[config.mk]
export PLATFORM = sky130hd
export DESIGN_NAME = tmr_fixtop
export DESIGN_NICKNAME = d
export VERILOG_FILES = /design/src/rtl/tmr_fixtop_pkg.sv /design/src/rtl/tmr_counter.sv /design/src/rtl/tmr_flag.sv /design/src/rtl/tmr_fixtop.sv
export SDC_FILE = /design/constraint.sdc
export NUM_CORES = 1
export LEC_CHECK = 0
export BUFFER_PORTS_ARGS = -buffer_cell sky130_fd_sc_hd__buf_2
export CORE_ASPECT_RATIO = 1.25
export CORE_MARGIN = 2
export CORE_UTILIZATION = 43
export CTS_CLUSTER_DIAMETER = 40
export DETAILED_ROUTE_END_ITERATION = 7
export PLACE_DENSITY = 0.82
export RECOVER_POWER = 50
export REMOVE_ABC_BUFFERS = 1
export SLEW_MARGIN = 5
export SYNTH_ARGS = -nofsm -noshare
export SYNTH_HDL_FRONTEND = slang
export SYNTH_HIERARCHICAL = 1
export SYNTH_SLANG_ARGS = --single-unit
export TNS_END_PERCENT = 50
[constraint.sdc]
create_clock -name clk_i -period 1.8 [get_ports clk_i]
set_clock_uncertainty 0.2 [all_clocks]
set_input_delay 0 -clock clk_i [delete_from_list [all_inputs] [get_ports clk_i]]
set_output_delay 0 -clock clk_i [all_outputs]
set_load 0.03 [all_outputs]
[src/rtl/tmr_fixtop_pkg.sv]
package tmr_fixtop_pkg;
  typedef enum logic [1:0] {
    TOP_FULL = 2'b00,
    TOP_W8   = 2'b01,
    TOP_W9   = 2'b10,
    TOP_W10  = 2'b11
  } top_sel_e;

  localparam int unsigned MODE_TOP_HI  = 7;
  localparam int unsigned MODE_TOP_LO  = 6;
  localparam int unsigned MASK_CMP_BIT = 1;
  localparam int unsigned MASK_OVF_BIT = 0;
  localparam int unsigned NUM_FLAGS    = 2;
endpackage

[src/rtl/tmr_counter.sv]
module tmr_counter
  import tmr_fixtop_pkg::*;
#(
  parameter int unsigned CNT_W      = 16,
  parameter int unsigned TOP_BASE_W = 8
) (
  input  logic             clk_i,
  input  logic             rst_ni,
  input  logic             en_i,
  input  top_sel_e         top_sel_i,
  output logic [CNT_W-1:0] cnt_o,
  output logic             wrap_o
);
  logic [CNT_W-1:0] cnt_q, top_val;
  logic             at_wrap;

  // fixed wrap = 2^(TOP_BASE_W-1+code)-1
  always_comb begin
    top_val = '1;
    if (top_sel_i != TOP_FULL)
      top_val = CNT_W'((33'd1 << (TOP_BASE_W - 1 + int'(top_sel_i))) - 33'd1);
  end

  // equality only: a count above a new top runs on to the full wrap
  assign at_wrap = (cnt_q == top_val) || (cnt_q == '1);
  assign wrap_o  = en_i && at_wrap;
  assign cnt_o   = cnt_q;

  always_ff @(posedge clk_i or negedge rst_ni) begin
    if (!rst_ni)   cnt_q <= '0;
    else if (en_i) cnt_q <= at_wrap ? '0 : cnt_q + 1'b1;
  end

  assert_hold_R2: assert property (@(posedge clk_i) disable iff (!rst_ni)
    !en_i |=> $stable(cnt_q));
  assert_wrap_zero_R4: assert property (@(posedge clk_i) disable iff (!rst_ni)
    wrap_o |=> (cnt_q == '0));
  assert_full_wrap_R5: assert property (@(posedge clk_i) disable iff (!rst_ni)
    (en_i && cnt_q == '1) |=> (cnt_q == '0));
endmodule

[src/rtl/tmr_flag.sv]
module tmr_flag (
  input  logic clk_i,
  input  logic rst_ni,
  input  logic set_i,
  input  logic clr_i,
  input  logic mask_i,
  input  logic gie_i,
  output logic flag_o,
  output logic irq_o
);
  logic flag_q;

  always_ff @(posedge clk_i or negedge rst_ni) begin
    if (!rst_ni)     flag_q <= 1'b0;
    else if (set_i)  flag_q <= 1'b1;
    else if (clr_i)  flag_q <= 1'b0;
  end

  assign flag_o = flag_q;
  assign irq_o  = flag_q & mask_i & gie_i;

  assert_set_wins_R7: assert property (@(posedge clk_i) disable iff (!rst_ni)
    set_i |=> flag_q);
  assert_sticky_R7: assert property (@(posedge clk_i) disable iff (!rst_ni)
    (flag_q && !clr_i) |=> flag_q);
  assert_clear_R7: assert property (@(posedge clk_i) disable iff (!rst_ni)
    (clr_i && !set_i) |=> !flag_q);
endmodule

[src/rtl/tmr_fixtop.sv]
module tmr_fixtop
  import tmr_fixtop_pkg::*;
#(
  parameter int unsigned CNT_W      = 16,
  parameter int unsigned TOP_BASE_W = 8,
  parameter int unsigned REG_W      = 8
) (
  input  logic             clk_i,
  input  logic             rst_ni,
  input  logic             cnt_en_i,
  input  logic             mode_we_i,
  input  logic [REG_W-1:0] mode_wdata_i,
  input  logic             mask_we_i,
  input  logic [REG_W-1:0] mask_wdata_i,
  input  logic             gie_i,
  input  logic [CNT_W-1:0] cmp_val_i,
  input  logic             clr_cmp_i,
  input  logic             clr_ovf_i,
  output logic [CNT_W-1:0] count_o,
  output logic             cmp_flag_o,
  output logic             ovf_flag_o,
  output logic             irq_cmp_o,
  output logic             irq_ovf_o
);
  top_sel_e               top_sel_q;
  logic [NUM_FLAGS-1:0]   mask_q, set_vec, clr_vec, flag_vec, irq_vec;
  logic                   wrap;
  logic                   unused_wdata;

  assign unused_wdata = ^{mode_wdata_i, mask_wdata_i};

  always_ff @(posedge clk_i or negedge rst_ni) begin
    if (!rst_ni) begin
      top_sel_q <= TOP_FULL;
      mask_q    <= '0;
    end else begin
      if (mode_we_i) top_sel_q <= top_sel_e'(mode_wdata_i[MODE_TOP_HI:MODE_TOP_LO]);
      if (mask_we_i) mask_q    <= mask_wdata_i[NUM_FLAGS-1:0];
    end
  end

  tmr_counter #(.CNT_W(CNT_W), .TOP_BASE_W(TOP_BASE_W)) u_counter (
    .clk_i     (clk_i),
    .rst_ni    (rst_ni),
    .en_i      (cnt_en_i),
    .top_sel_i (top_sel_q),
    .cnt_o     (count_o),
    .wrap_o    (wrap)
  );

  // flag index matches mask bit position
  assign set_vec[MASK_CMP_BIT] = cnt_en_i && (count_o == cmp_val_i);
  assign set_vec[MASK_OVF_BIT] = wrap;
  assign clr_vec[MASK_CMP_BIT] = clr_cmp_i;
  assign clr_vec[MASK_OVF_BIT] = clr_ovf_i;

  for (genvar g = 0; g < NUM_FLAGS; g++) begin : g_flag
    tmr_flag u_flag (
      .clk_i  (clk_i),
      .rst_ni (rst_ni),
      .set_i  (set_vec[g]),
      .clr_i  (clr_vec[g]),
      .mask_i (mask_q[g]),
      .gie_i  (gie_i),
      .flag_o (flag_vec[g]),
      .irq_o  (irq_vec[g])
    );
  end

  assign cmp_flag_o = flag_vec[MASK_CMP_BIT];
  assign ovf_flag_o = flag_vec[MASK_OVF_BIT];
  assign irq_cmp_o  = irq_vec[MASK_CMP_BIT];
  assign irq_ovf_o  = irq_vec[MASK_OVF_BIT];

  assert_cmp_set_R6: assert property (@(posedge clk_i) disable iff (!rst_ni)
    (cnt_en_i && count_o == cmp_val_i) |=> cmp_flag_o);
  assert_irq_cmp_flag_R9: assert property (@(posedge clk_i) disable iff (!rst_ni)
    irq_cmp_o |-> (cmp_flag_o && gie_i));
  assert_irq_ovf_flag_R10: assert property (@(posedge clk_i) disable iff (!rst_ni)
    irq_ovf_o |-> (ovf_flag_o && gie_i));
  assert_mask_hold_R8: assert property (@(posedge clk_i) disable iff (!rst_ni)
    !mask_we_i |=> $stable(mask_q));
endmodule

==> results.cfg <==
[timing]
fmax_mhz = 511
tightest_slew_ns = 1.21
layout_setup_ws_ns = -0.155
finalHoldViolations = 0
maxSlewHeadroom_pct = 19.4
finalCritPeriodShare_pct = 109
rsz0062_at_grt = true
drv_slew = 0
setup_tns_ns = -1.77
fin_crit_ns = 1.96
setup_violations = 14

[floorplanning]
die_y_um = 68.0
fp.dieW_um = 55.2
fp.dieArea_sq_um = 3750
boundaryPins = 60
rows = 23
start_util_pct = 44.5
coreArea_sq_um = 3170

[final_layout]
final_layout_size_suffix_gt1_share_pct = 43.8
fin_nets = 280
num_antenna_cells = 0
fin_cells = 272
synthToLayoutAreaGrowth_pct = 52.8
final_core_util_pct = 68.0

[synth]
ys.warnings.count = 6
synth_edf_count = 0
synth_top_flop_cell = dfrtp_1
yosysSeqAreaShare_pct = 39.1
ys_seq_elements = 22
async_flop_share_pct = 100
synthDistinctLibCells = 38
avgSynthCellArea_sq_um = 9.85
syn-cell-area_sq_um = 1410
syn_inst = 143

[global_route]
grt_pass1_vias = 1464
grt_pass1_wl_um = 6560
grt.total_usage_pct = 24.2
antenna_found_initial = 0
grt-ovfl-total = 0
grt_start_max_net_pins = 23

[cts]
clkTransAtPathRegs_ns = 0.08
clk_path_buf_depth = 2
clk_latency_ns = 0.26
cts_tree = built
h-tree-depth = 1
cts.sink_count = 22
cts_root_buf = clkbuf_8
cts_buffers = 3

[setup_path]
path_delay_family = simple AND/OR/NAND/NOR gates
cp.arrival_ns = 1.89
critical_path.max_stage_delay_ns = 0.40
worst-path-buf-inv = 2
rr_worst_depth = 7
cp.depth = 7
reg2reg_slack_ns = -0.16
crit_path_cell_trace = inv_2 > ha_4 > xor2_1 > nand4_1 > nor3_4 > buf_4 > o22ai_1
critical_path.startpoint_type = flop
critPathMaxFanout = 4
reg2reg_from = top_sel_q[1]
crit_path_end_kind = flop
crit_type = flop to flop
crit_required_ns = 1.73
crit_path_top_delay_cell = dfrtp_1
r2r_end = u_counter/cnt_o[14]

[status]
status = complete, but fails checks
violations = negative setup slack

[route]
wl_per_cell_um = 14.9
vias = 1442
route.detailed.drc = 0
ant_nets = 0
drt-total-wl_um = 4060
drt-initial-drc-count = 59
routed_via_density = 5.30
drtPass1Iterations = 4

[worst_hold_path]
min_from = cmp_val_i[14]
hold_path.class = input pin to flop
holdPathEnd = g_flag[1].u_flag/flag_o
hold_depth = 5

[placed_design]
port_buffers = 47
gp_congestion = 0.887
placed_cells_incl_taps = 250
hpwl_um = 2810

[pwr]
power.leakage_nw = 1.02
p_per_area_nw_per_um2 = 824
vdd_drop_max_mv = 0.499

[flow_run]
cap_violations = 0
## area by class of cell
cell class	count	area, sq um
Clock buffer	3	41.3
Clock inverter	1	30.0
Fill cell	249	1010
Inverter	7	26.3
Multi-Input combinational cell	110	855
Sequential cell	22	552
Tap cell	37	46.3
Timing Repair Buffer	92	603
## worst max-delay path by stage
stage | start | end
finish | top_sel_q[1] | u_counter/cnt_o[14]
detailed placement | top_sel_q[0] | u_counter/cnt_o[8]
global route | top_sel_q[0] | u_counter/cnt_o[14]
CTS | top_sel_q[0] | u_counter/cnt_o[13]
floorplan | u_counter/cnt_o[0] | g_flag[0].u_flag/flag_o
global placement | u_counter/cnt_o[0] | g_flag[0].u_flag/flag_o
## repair_timing
item | CTS | global route
pin swaps | 5 | 6
setup buffers | 4 | 1
hold endpoints to repair | 29 | 0
hold buffers | 12 | 0
gates cloned | 1 | 0
setup endpoints to repair | 14 | 15
resized for setup | 7 | 8
## cell usage after synthesis, types with 2 or more instances
library cell  number  share of area (%)
a21o_1             2                1.1
a21oi_1            2               0.71
and3_1             4                1.8
buf_4              2                1.1
dfrtp_1           22                 39
ha_1               4                3.6
inv_1              7                1.9
mux2_2             4                3.2
nand2_1           11                2.9
nand2b_1           2               0.89
nand3_1            6                2.1
nand4_1            7                3.1
nor2_1             3               0.80
nor3_1             9                3.2
nor4_1             3                1.3
o21ai_0            3                1.1
o31ai_1            2                1.1
or3_1              2               0.89
xnor2_1           21                 13
xor2_1             9                5.6
## routing by layer
layer  global-route usage, %  vias to the layer above  wire [um]
met3                    3.49                       17        258
met4                    11.6                        0        123
li1                        -                      690          -
met1                    30.3                      661       1640
met2                    40.2                       74       2040
met5                       0                        -          0
## cell usage in the layout, fill, tap and decap left out, types with 2 or more instances in the layout
cell type      netlist  final
buf_2                1     44
buf_4                2     32
xnor2_1             21     21
dfrtp_1             22     21
dlygate4sd3_1        0     12
nand2_1             11     11
xor2_1               9      9
nor3_1               9      8
nand4_1              7      7
nand3_1              6      6
inv_1                7      5
mux2_2               4      4
nor4_1               3      3
clkbuf_8             0      3
and3_1               4      3
clkbuf_1             1      3
nor2_1               3      3
o21ai_0              3      3
a21o_1               2      2
inv_2                0      2
nand2b_1             2      2
o31ai_1              2      2
or3_1                2      2
a21oi_1              2      2
ha_4                 0      2
## power by group
part	total [mW]	switching, mW	internal (mW)	leakage, nW
registers	0.628	0.0675	0.560	0.281
clock network	0.453	0.157	0.297	0.0357
logic	0.693	0.368	0.325	0.705
## cell families (layout without fill, tap and decap cells)
| logic type | count (synthesis) | after routing | synth area share, % |
|---|---|---|---|
| AND/OR/NAND/NOR | 58 | 58 | 24.8 |
| XOR/XNOR | 30 | 30 | 18.7 |
| flip-flops | 22 | 22 | 39.1 |
| AO/OA/AOI/OAI | 14 | 14 | 7.19 |
| buffers and inverters | 11 | 103 | 3.55 |
| adder cells (fa/ha/maj) | 4 | 4 | 3.55 |
| multiplexers | 4 | 4 | 3.20 |
## metrics by stage
step | worst slack, ns | cell area [sq um] | hold WS (ns) | power (mW)
after CTS | -0.0783 | 2120 | 0.00107 | 1.77
after global routing | -0.188 | 2150 | 0.0200 | 1.87
after global placement | -0.0926 | 1870 | -0.209 | 1.26
final | -0.155 | 2150 | 0.0138 | 1.77
after detailed placement | -0.117 | 1870 | -0.198 | 1.27
after floorplan | -0.469 | 1390 | -0.496 | 0.978
## sequential cells by signal (all words and copies together) (netlist names)
register / cells
g_flag.u_flag/flag_o: 2
u_counter/cnt_o: 16
mask_q: 2
top_sel_q: 2
## worst reg2reg max path, delay by kind of cell, from the launching register on
| kind | cells | cell delay, ns |
|---|---|---|
| AND/OR/NAND/NOR | 2 | 0.52 |
| adder cells (fa/ha/maj) | 1 | 0.21 |
| XOR/XNOR | 1 | 0.14 |
| buffers and inverters | 2 | 0.28 |
| AO/OA/AOI/OAI | 1 | 0.08 |
| flip-flops | 1 | 0.40 |
No activity file was read; power rests on OpenSTA's default activity.
